$ cat src/rtl/sc_pkg.sv
package sc_pkg;
    localparam int POS_W  = 12;
    localparam int BEND_W = 10;
    localparam int QUAL_W = 3;
    localparam int SEG_W  = QUAL_W + BEND_W + POS_W;
    localparam int LANE_W = SEG_W + 1;

    typedef struct packed {
        logic [QUAL_W-1:0] qual;
        logic [BEND_W-1:0] bend;
        logic [POS_W-1:0]  pos;
    } seg_t;

    typedef enum logic {
        MODE_LIVE = 1'b0,
        MODE_TEST = 1'b1
    } mode_e;
endpackage

$ cat src/rtl/sc_lane_src.sv
module sc_lane_src
    import sc_pkg::*;
#(
    parameter int NCH   = 4,
    parameter int CNT_W = 8
) (
    input  logic                  clk,
    input  logic                  rst_n,
    input  logic                  test_en,
    input  logic [NCH*LANE_W-1:0] lane_in,
    input  logic [NCH-1:0]        mask_in,
    output logic [NCH*LANE_W-1:0] lane_q,
    output logic [NCH-1:0]        mask_q,
    output mode_e                 mode
);
    mode_e            mode_nxt;
    logic [CNT_W-1:0] gen_n;
    seg_t             pat [NCH];

    // state register
    always_ff @(posedge clk or negedge rst_n) begin
        if (!rst_n) mode <= MODE_LIVE;
        else        mode <= mode_nxt;
    end

    // transitions ENTER_TEST / LEAVE_TEST
    always_comb begin
        mode_nxt = mode;
        unique case (mode)
            MODE_LIVE: if (test_en)  mode_nxt = MODE_TEST;
            MODE_TEST: if (!test_en) mode_nxt = MODE_LIVE;
            default:                 mode_nxt = MODE_LIVE;
        endcase
    end

    always_ff @(posedge clk or negedge rst_n) begin
        if (!rst_n)                 gen_n <= '0;
        else if (mode == MODE_TEST) gen_n <= gen_n + 1'b1;
        else                        gen_n <= '0;
    end

    always_comb begin
        for (int c = 0; c < NCH; c++) begin
            pat[c].pos  = (POS_W'(c) << CNT_W) | POS_W'(gen_n);
            pat[c].bend = ~BEND_W'(gen_n);
            pat[c].qual = QUAL_W'(gen_n) + QUAL_W'(c);
        end
    end

    // output process: capture live or generated words
    always_ff @(posedge clk or negedge rst_n) begin
        if (!rst_n) begin
            lane_q <= '0;
            mask_q <= '0;
        end else begin
            mask_q <= mask_in;
            for (int c = 0; c < NCH; c++) begin
                if (mode == MODE_TEST)
                    lane_q[c*LANE_W +: LANE_W] <= {^pat[c], pat[c]};
                else
                    lane_q[c*LANE_W +: LANE_W] <= lane_in[c*LANE_W +: LANE_W];
            end
        end
    end
endmodule

$ cat src/rtl/sc_lane_check.sv
module sc_lane_check
    import sc_pkg::*;
#(
    parameter int NCH = 4
) (
    input  logic                  clk,
    input  logic                  rst_n,
    input  logic [NCH*LANE_W-1:0] lane_q,
    input  logic [NCH-1:0]        mask_q,
    input  logic [NCH-1:0]        perr_clr,
    output logic [NCH-1:0]        cand_ok,
    output logic [NCH*SEG_W-1:0]  cand_seg,
    output logic [NCH-1:0]        perr_flag
);
    logic [NCH-1:0] bad;

    always_comb begin
        for (int c = 0; c < NCH; c++) begin
            bad[c] = ^lane_q[c*LANE_W +: LANE_W];
            cand_seg[c*SEG_W +: SEG_W] = lane_q[c*LANE_W +: SEG_W];
            cand_ok[c] = !mask_q[c] && !bad[c]
                       && (lane_q[c*LANE_W + SEG_W - 1 -: QUAL_W] != '0);
        end
    end

    always_ff @(posedge clk or negedge rst_n) begin
        if (!rst_n) perr_flag <= '0;
        else        perr_flag <= (perr_flag & ~perr_clr) | bad;
    end
endmodule

$ cat src/rtl/sc_sorter.sv
module sc_sorter
    import sc_pkg::*;
#(
    parameter int NCH  = 4,
    parameter int CH_W = 2
) (
    input  logic                    clk,
    input  logic                    rst_n,
    input  logic [NCH-1:0]          cand_ok,
    input  logic [NCH*SEG_W-1:0]    cand_seg,
    output logic [1+CH_W+SEG_W-1:0] sel_word
);
    logic            pick_hit;
    logic [CH_W-1:0] pick_ch;
    seg_t            pick_seg;
    seg_t            cur;

    // ordered scan: strict greater keeps the lowest index on ties
    always_comb begin
        pick_hit = 1'b0;
        pick_ch  = '0;
        pick_seg = '0;
        cur      = '0;
        for (int c = 0; c < NCH; c++) begin
            cur = cand_seg[c*SEG_W +: SEG_W];
            if (cand_ok[c] && (!pick_hit || cur.qual > pick_seg.qual)) begin
                pick_hit = 1'b1;
                pick_ch  = CH_W'(c);
                pick_seg = cur;
            end
        end
    end

    always_ff @(posedge clk or negedge rst_n) begin
        if (!rst_n) sel_word <= '0;
        else        sel_word <= {pick_hit, pick_ch, pick_seg};
    end
endmodule

$ cat src/rtl/sc_delay_pipe.sv
module sc_delay_pipe #(
    parameter int W       = 28,
    parameter int MAX_DLY = 7,
    parameter int DLY_W   = 3
) (
    input  logic             clk,
    input  logic             rst_n,
    input  logic [DLY_W-1:0] delay,
    input  logic [W-1:0]     din,
    output logic [W-1:0]     dout
);
    localparam int IDX_W = (MAX_DLY > 1) ? $clog2(MAX_DLY) : 1;

    logic [W-1:0]     sh [MAX_DLY];
    logic [IDX_W-1:0] idx;

    always_ff @(posedge clk or negedge rst_n) begin
        if (!rst_n) begin
            for (int i = 0; i < MAX_DLY; i++) sh[i] <= '0;
        end else begin
            sh[0] <= din;
            for (int i = 1; i < MAX_DLY; i++) sh[i] <= sh[i-1];
        end
    end

    always_comb begin
        if (delay > DLY_W'(MAX_DLY)) idx = IDX_W'(MAX_DLY - 1);
        else                         idx = IDX_W'(delay - 1'b1);
        if (delay == '0) dout = din;
        else             dout = sh[idx];
    end
endmodule

$ cat src/rtl/sc_track_sorter.sv
module sc_track_sorter
    import sc_pkg::*;
#(
    parameter  int NCH     = 4,
    parameter  int MAX_DLY = 7,
    parameter  int CNT_W   = 8,
    localparam int CH_W    = (NCH > 1) ? $clog2(NCH) : 1,
    localparam int DLY_W   = $clog2(MAX_DLY + 1)
) (
    input  logic                  clk,
    input  logic                  rst_n,
    input  logic [NCH*LANE_W-1:0] lane_data,
    input  logic [NCH-1:0]        lane_mask,
    input  logic                  test_en,
    input  logic [NCH-1:0]        perr_clr,
    input  logic [DLY_W-1:0]      delay_bx,
    output logic [SEG_W-1:0]      out_seg,
    output logic [CH_W-1:0]       out_ch,
    output logic                  out_hit,
    output logic [NCH-1:0]        perr_flag
);
    localparam int OW = 1 + CH_W + SEG_W;

    logic [NCH*LANE_W-1:0] lane_q;
    logic [NCH-1:0]        mask_q;
    mode_e                 mode_w;
    logic [NCH-1:0]        cand_ok;
    logic [NCH*SEG_W-1:0]  cand_seg;
    logic [OW-1:0]         sel_word;
    logic [OW-1:0]         pipe_out;

    sc_lane_src #(.NCH(NCH), .CNT_W(CNT_W)) u_src (
        .clk(clk), .rst_n(rst_n), .test_en(test_en),
        .lane_in(lane_data), .mask_in(lane_mask),
        .lane_q(lane_q), .mask_q(mask_q), .mode(mode_w)
    );

    sc_lane_check #(.NCH(NCH)) u_chk_lane (
        .clk(clk), .rst_n(rst_n), .lane_q(lane_q), .mask_q(mask_q),
        .perr_clr(perr_clr), .cand_ok(cand_ok), .cand_seg(cand_seg),
        .perr_flag(perr_flag)
    );

    sc_sorter #(.NCH(NCH), .CH_W(CH_W)) u_sort (
        .clk(clk), .rst_n(rst_n), .cand_ok(cand_ok), .cand_seg(cand_seg),
        .sel_word(sel_word)
    );

    sc_delay_pipe #(.W(OW), .MAX_DLY(MAX_DLY), .DLY_W(DLY_W)) u_pipe (
        .clk(clk), .rst_n(rst_n), .delay(delay_bx),
        .din(sel_word), .dout(pipe_out)
    );

    assign {out_hit, out_ch, out_seg} = pipe_out;
endmodule

$ cat config.mk
export PLATFORM = sky130hd
export DESIGN_NAME = sc_track_sorter
export DESIGN_NICKNAME = d
export VERILOG_FILES = /design/src/rtl/sc_pkg.sv /design/src/rtl/sc_lane_src.sv /design/src/rtl/sc_lane_check.sv /design/src/rtl/sc_sorter.sv /design/src/rtl/sc_delay_pipe.sv /design/src/rtl/sc_track_sorter.sv
export SDC_FILE = /design/constraint.sdc
export NUM_CORES = 1
export LEC_CHECK = 0
export BUFFER_PORTS_ARGS = -buffer_cell sky130_fd_sc_hd__buf_2
export CAP_MARGIN = 20
export CORE_MARGIN = 5
export CORE_UTILIZATION = 35
export DETAILED_ROUTE_END_ITERATION = 10
export HOLD_SLACK_MARGIN = 0.08
export MAX_ROUTING_LAYER = met4
export SETUP_SLACK_MARGIN = 0.3
export SKIP_LAST_GASP = 1
export SLEW_MARGIN = 15
export SYNTH_ARGS = -nofsm -noshare
export SYNTH_HDL_FRONTEND = slang
export SYNTH_SLANG_ARGS = --single-unit
$ cat constraint.sdc
create_clock -name clk -period 7.5 [get_ports clk]
set_clock_uncertainty 0.05 [all_clocks]
set_input_delay 0.375 -clock clk [delete_from_list [all_inputs] [get_ports clk]]
set_output_delay 0.375 -clock clk [all_outputs]
set_load 0.03 [all_outputs]
After elaboration in Yosys (flattened, before gate mapping)
Cells that the tools add are included.
Cells by class
  $add $sub $neg: 5
  magnitude comparators: 5
  mux-type cells: 22
  bitwise gates (word level): 5
  reduce and logical (&&, ||, !) cells: 38
Operator list (number)
  26-bit two-way mux: 4
  26-bit parity: 4
  25-bit two-way mux: 4
  25-bit parity: 4
  28-bit binary-select mux with 3-bit select: 1
  28-bit two-way mux: 3
  3-bit nonzero test: 4
  1-bit logical AND: 11
  1-bit zero test: 11
  8-bit NOT with 10-bit output: 1
  3-bit > comparator: 3
  8-bit by 1-bit adder with 8-bit output, second input constant: 1
  8-bit two-way mux: 1
  3-bit by 2-bit adder with 3-bit output, second input constant: 2
  1-bit two-way mux: 6
  4-bit AND: 1
  4-bit greater-or-equal comparator, second input constant: 1
  2-bit two-way mux: 2
  3-bit NOT with 4-bit output: 1
  4-bit NOT: 1
  4-bit OR: 1
  3-bit by 1-bit adder with 3-bit output, second input constant: 1
  3-bit > comparator, second input constant: 1
  3-bit zero test: 1
  other kinds (3): 5
Word-level totals
  register bits: 345
  input port bits: 118

Longest topological paths before layout
Gate-level depths: netlist (run 1).
  depth in word-level cells: 17
  gate-level depth with buffers: 31
  mapped depth without buffers: 28

Modules after synthesis
A second synthesis (run 1) with hierarchy kept.
Unflattened totals
  cells, all modules: 1410
  area total of the unflattened synthesis: 15706.3 um^2
By module, submodules not included
  sc_delay_pipe: instances 1, cells each 563, area an instance 7300.8 um^2
  sc_lane_src: instances 1, cells each 358, area an instance 4219.0 um^2
  sc_sorter: instances 1, cells each 269, area an instance 2257.2 um^2
  sc_lane_check: instances 1, cells each 220, area an instance 1929.4 um^2

Least setup slack after synthesis (run 1)
OpenSTA, ideal clock, no wires.
  path kind: reg2reg
  from: register u_src.lane_q[22]
  to: register u_sort.sel_word[23]
  arrival time: 5.990 ns
  setup slack: 1.333 ns
  cell stages (with the launch flop): 31
  path buffers: 5
  clock period less this slack: 6.167 ns
  cell sequence: dfrtp_1 inv_1 ha_1 xnor2_1 xnor2_1 xnor2_2 xor3_2 buf_6 nand3_1 ha_1 a211oi_1 o21ai_0 o211ai_4 buf_6 mux2_4 ha_1 a21o_1 a21oi_1 a31oi_1 o21ai_4 buf_6 mux2i_1 inv_1 ha_1 a21o_1 a21oi_1 a31oi_1 o21ba_2 buf_6 buf_6 mux2_1
RTL lines
  from (decl): line sc_lane_src.sv:12  | output logic [NCH*LANE_W-1:0] lane_q,
  from (signal, indexed assignment): line sc_lane_src.sv:59  | lane_q[c*LANE_W +: LANE_W] <= {^pat[c], pat[c]};
  from (signal, indexed assignment): line sc_lane_src.sv:61  | lane_q[c*LANE_W +: LANE_W] <= lane_in[c*LANE_W +: LANE_W];
  to (signal assigned): line sc_sorter.sv:36  | else sel_word <= {pick_hit, pick_ch, pick_seg};
  to (decl): line sc_sorter.sv:11  | output logic [1+CH_W+SEG_W-1:0] sel_word

==> impl_metrics.env, run 1 <==
export IMPL_ys_ff_latch=345
export IMPL_synth_distinct_cells=44
export IMPL_cts_tree="done"
export IMPL_htreeDepth=2
export IMPL_grt_pass1_vias=10209
export IMPL_fin_nets=1566
export IMPL_synth_top_cell_area_share_pct=59.2
export IMPL_async_reset_ff_share_pct=100
export IMPL_synth_edf_count=0
export IMPL_worstPathRequired_ps=7840
export IMPL_antenna_found_initial=0
export IMPL_die_area_um2=45900
export IMPL_rows=74
export IMPL_dp_hpwl_mm=24.1
export IMPL_cts_max_path_buffers=3
export IMPL_maxSlewViolCount=0
export IMPL_antenna_left=0
export IMPL_fin_crit_sh_pct=87.0
export IMPL_endpoint_kind="flop"
export IMPL_synth_top_area_cell="dfrtp_1"
export IMPL_rsz0062_at_grt="no"
export IMPL_io_pins=150
export IMPL_yosysWarnings=0
export IMPL_fp_dieW_um=214
export IMPL_setup_viol=0
export IMPL_dr_pass1_iters=5
export IMPL_grt_max_degree=181
export IMPL_gp_congestion=0.846
export IMPL_drc=0
export IMPL_die_height_um=214
export IMPL_post_place_ws_ps=984
export IMPL_worst_slew_pin_slew_ps=940
export IMPL_drt_initial_drc_count=377
export IMPL_min_path_type="input pin to flop"
export IMPL_synth_ff_type="dfrtp_1"
export IMPL_fillers=3795
export IMPL_ir_drop_v=0.000176
export IMPL_synthTopCellsByCount="dfrtp_1 (345), o21ai_0 (105), inv_1 (100), xnor2_1 (78), nand2_1 (71)"
export IMPL_max_cap_violations=0
export IMPL_start_kind="flop"
export IMPL_wl_mm=35.5
export IMPL_cts_buffers=38
export IMPL_detail_route_wl_per_cell_um=17.9
export IMPL_grt_pass1_wl_mm=57.6
export IMPL_relSlewSlack_pct=37.3
export IMPL_via_per_inst=4.71
export IMPL_crit_fanout=27
export IMPL_period_needed_ps=6530
export IMPL_cp_data_arrival_time_ps=6870
export IMPL_grt_usage_pct=15.9
export IMPL_syn_inst=1211
export IMPL_numPortBuffers=149
export IMPL_syn2layout_area_growth_pct=22.5
export IMPL_clkTransAtPathRegs_ps=60
export IMPL_power_density_nw_per_um2=371
export IMPL_clock_tree_root_cell="clkbuf_16"
export IMPL_ys_seq_area_share_pct=59.2
export IMPL_cp_common_cell="ha_1"
export IMPL_worst_setup_path_type="flop to flop"
export IMPL_drive_gt1_share_pct=22.8
export IMPL_finalHoldViolations=0
export IMPL_synthTopCellsByArea="dfrtp_1 (59%), xnor2_1 (4.7%), o21ai_0 (3.6%)"
export IMPL_synth_nets=1350
export IMPL_diodes=0
export IMPL_placed_cell_area_um2=15800
export IMPL_core_um2=41000
export IMPL_leakage_uw=0.00855
export IMPL_slowest_stage="o21ba_2"
export IMPL_tns_ps=0
export IMPL_worstSkewPairLatency_ps=520
export IMPL_slowest_delay_ps=730
export IMPL_grt_overflow=0
export IMPL_max_freq_ghz=0.153
export IMPL_setup_slack_ps=972
export IMPL_post_cts_buffers=0
export IMPL_hold_worst_slack_ps=82.8
export IMPL_cts_sinks=345
export IMPL_design_area_um2=17900
export IMPL_syn_area_per_cell_um2=12.0
export IMPL_initial_core_util_pct=35.6
export IMPL_syn_cell_area_um2=14600
export IMPL_vias=9343
export IMPL_status="finished clean"
export IMPL_synth_most_common_cell="dfrtp_1"
power by group:
part / internal (uW) / leakage (uW) / switching (uW)
Combinational: 1070 / 0.00362 / 1050
Sequential: 2380 / 0.00431 / 277
Clock: 1120 / 0.000613 / 729
Total: 4570 / 0.00855 / 2050
flip-flops by register name (all words and copies together), names as in the netlist:
name                  cells
u_src.mode                1
u_src.gen_n               8
u_chk_lane.perr_flag      4
u_sort.sel_word          28
u_src.mask_q              4
u_pipe.sh               196
u_src.lane_q            104
worst paths after layout:
| kind | startpoint | end | slack, ps | depth (start not counted) |
|---|---|---|---|---|
| min | lane_data[100] | u_src.lane_q[100] | 80 | 3 |
| max reg2reg | u_src.lane_q[22] | u_sort.sel_word[0] | 970 | 26 |
| min in group asynchronous | rst_n | u_pipe.sh[52] | 430 | 2 |
| max | u_src.lane_q[22] | u_sort.sel_word[0] | 970 | 26 |
| min reg2reg | u_pipe.sh[104] | u_pipe.sh[76] | 310 | 0 |
| max in group asynchronous | rst_n | u_src.mode | 5520 | 3 |
cells in the final DEF (no fill, tap or decap), types with 2 or more instances in the layout:
cell type	Yosys	layout
xnor2_1	78	78
xor2_1	14	14
a31oi_1	2	2
o2bb2ai_1	28	28
a21o_1	4	4
clkinv_2	0	4
mux2_2	44	44
ha_1	21	19
nor2_1	30	30
nand3_1	3	3
and3_2	5	5
a21oi_1	63	63
nand2_1	71	71
and2_1	7	7
a211oi_1	29	29
dfrtp_1	345	344
dlygate4sd3_1	0	80
a22oi_1	28	28
xnor3_1	4	4
buf_4	0	13
inv_1	100	100
o21ai_0	105	105
xnor2_2	3	3
ha_2	0	2
clkbuf_8	0	7
mux2_4	33	33
nand2b_1	8	8
and3_1	18	18
clkbuf_1	53	6
nor2b_1	43	42
xnor3_2	2	2
clkinv_4	0	3
clkbuf_16	0	39
mux2i_1	32	32
or2_2	12	12
buf_2	2	148
bufinv_16	0	3
worst max-delay path: cells and delay by family (launching register included):
| family | cells | cell delay (ps) |
|---|---|---|
| AOI/OAI and AO/OA | 11 | 2190 |
| xor gates and xnor gates | 4 | 1150 |
| adders and majority gates | 4 | 1160 |
| buffers and inverters | 2 | 110 |
| DFF | 1 | 340 |
| muxes | 3 | 1020 |
| and+or+nand+nor | 2 | 390 |
per-layer routing:
metal / track usage, % / wire length, um / up-vias
li1: - / - / 4490
met1: 21.3 / 16100 / 4569
met2: 25.6 / 17100 / 226
met3: 2.68 / 1440 / 58
met4: 3.93 / 886 / 0
met5: - / 0 / -
cell type report:
| cell class | instances | area, um^2 | area share [%] |
|---|---|---|---|
| sequential | 345 | 8640 | 48.3 |
| clock inverter | 12 | 153 | 0.854 |
| multi-input combinational | 699 | 5280 | 29.5 |
| tap | 532 | 666 | 3.72 |
| timing repair buffer | 243 | 1670 | 9.37 |
| clock buffer | 52 | 1090 | 6.12 |
| inverter | 100 | 375 | 2.10 |
logic make-up (layout without fill, tap and decap cells):
| family | count (synthesis) | count (layout) | synth area share (%) |
|---|---|---|---|
| xor gates and xnor gates | 102 | 102 | 6.97 |
| muxes | 110 | 110 | 9.06 |
| DFF | 345 | 345 | 59.2 |
| buffers and inverters | 167 | 407 | 4.80 |
| and+or+nand+nor | 202 | 202 | 7.01 |
| AOI/OAI and AO/OA | 264 | 264 | 11.2 |
| adders and majority gates | 21 | 21 | 1.80 |
per-stage QoR:
stage / cells / total power [uW] / utilization (%)
2_1_floorplan: 1211 / 4310 / -
3_3_place_gp: 1839 / 4740 / 38.6
3_5_place_dp: 1839 / 4800 / 38.6
4_1_cts: 1983 / 6730 / 43.6
5_1_grt: 1983 / 7020 / 43.6
6_report: 1983 / 6630 / 43.6
what timing repair did:
| item | CTS | global route |
|---|---|---|
| hold endpoints to repair | 178 | 0 |
| hold buffers | 80 | 0 |
| gates resized for setup | 0 | 0 |
No activity file was read; power rests on OpenSTA's default activity.
==> inputs of run 2 (changes only) <==
--- a/config.mk
+++ b/config.mk
@@ -5,7 +5,7 @@
 export SDC_FILE = /design/constraint.sdc
 export NUM_CORES = 1
 export LEC_CHECK = 0
-export BUFFER_PORTS_ARGS = -buffer_cell sky130_fd_sc_hd__buf_2
+export BUFFER_PORTS_ARGS = -buffer_cell sky130_fd_sc_hd__buf_4
 export CAP_MARGIN = 20
 export CORE_MARGIN = 5
 export CORE_UTILIZATION = 35
==> run 2 against run 1 <==
Compared with the run above: cell count about the same; clock power decreased by 2%; non-clock buffer count decreased by 2; power increased by 0.25%; clock-buffer cell count increased by 6; sequential share of layout area decreased by 0.93 points; hold slack improved by 9.1 ps; flip-flop and latch count unchanged; largest cell class unchanged.
==> impl_metrics.env, run 2 (same netlist as run 1, synthesis figures left out) <==
export IMPL_tns_ps=0
export IMPL_via_per_inst=4.70
export IMPL_detail_route_wl_per_cell_um=17.8
export IMPL_initial_core_util_pct=35.6
export IMPL_grt_overflow=0
export IMPL_clkTransAtPathRegs_ps=60
export IMPL_relSlewSlack_pct=35.6
export IMPL_maxSlewViolCount=0
export IMPL_vias=9320
export IMPL_setup_viol=0
export IMPL_core_um2=41000
export IMPL_largest_reg_flops=196
export IMPL_regMostFlops="u_pipe.sh"
export IMPL_max_freq_ghz=0.152
export IMPL_status="finished clean"
export IMPL_cts_sinks=345
export IMPL_worst_slew_pin_slew_ps=966
export IMPL_grt_pass1_wl_mm=56.8
export IMPL_reg_top3="u_pipe.sh x196, u_src.lane_q x104, u_sort.sel_word x28"
export IMPL_cts_buffers=37
export IMPL_drt_initial_drc_count=467
export IMPL_leakage_uw=0.00864
export IMPL_rows=74
export IMPL_htreeDepth=2
export IMPL_start_kind="flop"
export IMPL_grt_usage_pct=15.8
export IMPL_finalHoldViolations=0
export IMPL_gp_congestion=0.831
export IMPL_worstSkewPairLatency_ps=520
export IMPL_grt_pass1_vias=9970
export IMPL_worst_setup_path_type="flop to flop"
export IMPL_diodes=0
export IMPL_antenna_left=0
export IMPL_cts_tree="done"
export IMPL_seq_area_um2=8640
export IMPL_fin_nets=1563
export IMPL_wl_mm=35.3
export IMPL_fillers=3729
export IMPL_drive_gt1_share_pct=22.6
export IMPL_min_path_type="input pin to flop"
export IMPL_period_needed_ps=6590
export IMPL_dp_hpwl_mm=24.3
export IMPL_post_cts_buffers=0
export IMPL_max_cap_violations=0
export IMPL_dr_pass1_iters=5
export IMPL_antenna_found_initial=0
export IMPL_drc=0
export IMPL_fin_crit_sh_pct=87.8
export IMPL_numPortBuffers=149
export IMPL_slowest_stage="xor3_2"
export IMPL_design_area_um2=18200
export IMPL_most_common_layout_cells="dfrtp_1 (344), buf_4 (160), o21ai_0 (105), inv_1 (100), dlygate4sd3_1 (79)"
export IMPL_rsz0062_at_grt="no"
export IMPL_die_area_um2=45900
export IMPL_hold_worst_slack_ps=91.9
export IMPL_crit_fanout=27
export IMPL_slowest_delay_ps=630
export IMPL_final_common_cell="dfrtp_1"
export IMPL_cp_data_arrival_time_ps=6930
export IMPL_grt_max_degree=167
export IMPL_placed_cell_area_um2=16200
export IMPL_syn2layout_area_growth_pct=24.9
export IMPL_multi_input_area_um2=5290
export IMPL_die_height_um=214
export IMPL_endpoint_kind="flop"
export IMPL_power_density_nw_per_um2=364
export IMPL_ir_drop_v=0.000165
export IMPL_clock_tree_root_cell="clkbuf_16"
export IMPL_cp_common_cell="ha_1"
export IMPL_fp_dieW_um=214
export IMPL_io_pins=150
export IMPL_cts_max_path_buffers=3
export IMPL_worstPathRequired_ps=7850
run 2: cell types whose count changed in the layout (fill, tap and decap cells not counted), moves of 2 or more:
cell      delta
clkinv_2     -2
buf_4      +147
clkbuf_1     +4
buf_2      -148
clkinv_4     -3
clkbuf_8     +3
run 2: per-layer routing:
metal,wire length [um],vias up,share of wire (%),track usage [%]
li1,-,4506,-,-
met1,16000,4570,45,21.3
met2,17200,200,49,25.5
met3,1360,44,3.8,2.39
met4,705,0,2.0,3.52
met5,0,-,0,-
run 2: per-stage QoR:
step / cells / utilization [%] / setup slack [ps] / total power (uW)
finish: 1982 / 44.4 / 912 / 6640
global route: 1982 / 44.4 / 483 / 7020
CTS: 1982 / 44.4 / 717 / 6720
detailed placement: 1838 / 39.5 / 719 / 4850
global placement: 1838 / 39.5 / 975 / 4780
floorplan: 1211 / - / 1330 / 4310
run 2: final cells by class:
| cell class | count | share of cell area (%) |
|---|---|---|
| clock inverters | 7 | 0.556 |
| flip-flops and latches | 345 | 47.4 |
| clock buffers | 58 | 6.18 |
| multi-input cells | 699 | 29.0 |
| inverters | 100 | 2.06 |
| well taps | 532 | 3.65 |
| repair buffers | 241 | 11.1 |
run 2: repair_timing:
item | 4_1_cts | 5_1_grt
gates resized for setup | 0 | 1
endpoints found under the setup margin | 0 | 8
hold endpoints to repair | 192 | 0
hold buffers | 79 | 0
run 2: final timing paths:
path / start / to / slack, ps / cells past startpoint
min reg2reg: u_pipe.sh[90] / u_pipe.sh[62] / 310 / 0
max in group asynchronous: rst_n / u_src.mode / 5400 / 3
max: u_src.lane_q[22] / u_sort.sel_word[0] / 910 / 26
min: lane_data[75] / u_src.lane_q[75] / 90 / 3
max reg2reg: u_src.lane_q[22] / u_sort.sel_word[0] / 910 / 26
min in group asynchronous: rst_n / u_pipe.sh[55] / 480 / 2
run 2: power by group:
part	internal (uW)	total [uW]	switching [uW]
Clock	1100	1810	713
Combinational	1120	2170	1050
Sequential	2380	2660	280
run 2: critical path: cells and delay by family, from the launching register on:
family          cells  cell delay [ps]
compound gates     10             1980
fa+ha+maj           4             1150
xor+xnor            4             1160
flops               1              330
mux                 3             1080
buf+inv             4              500
simple gates        1              190
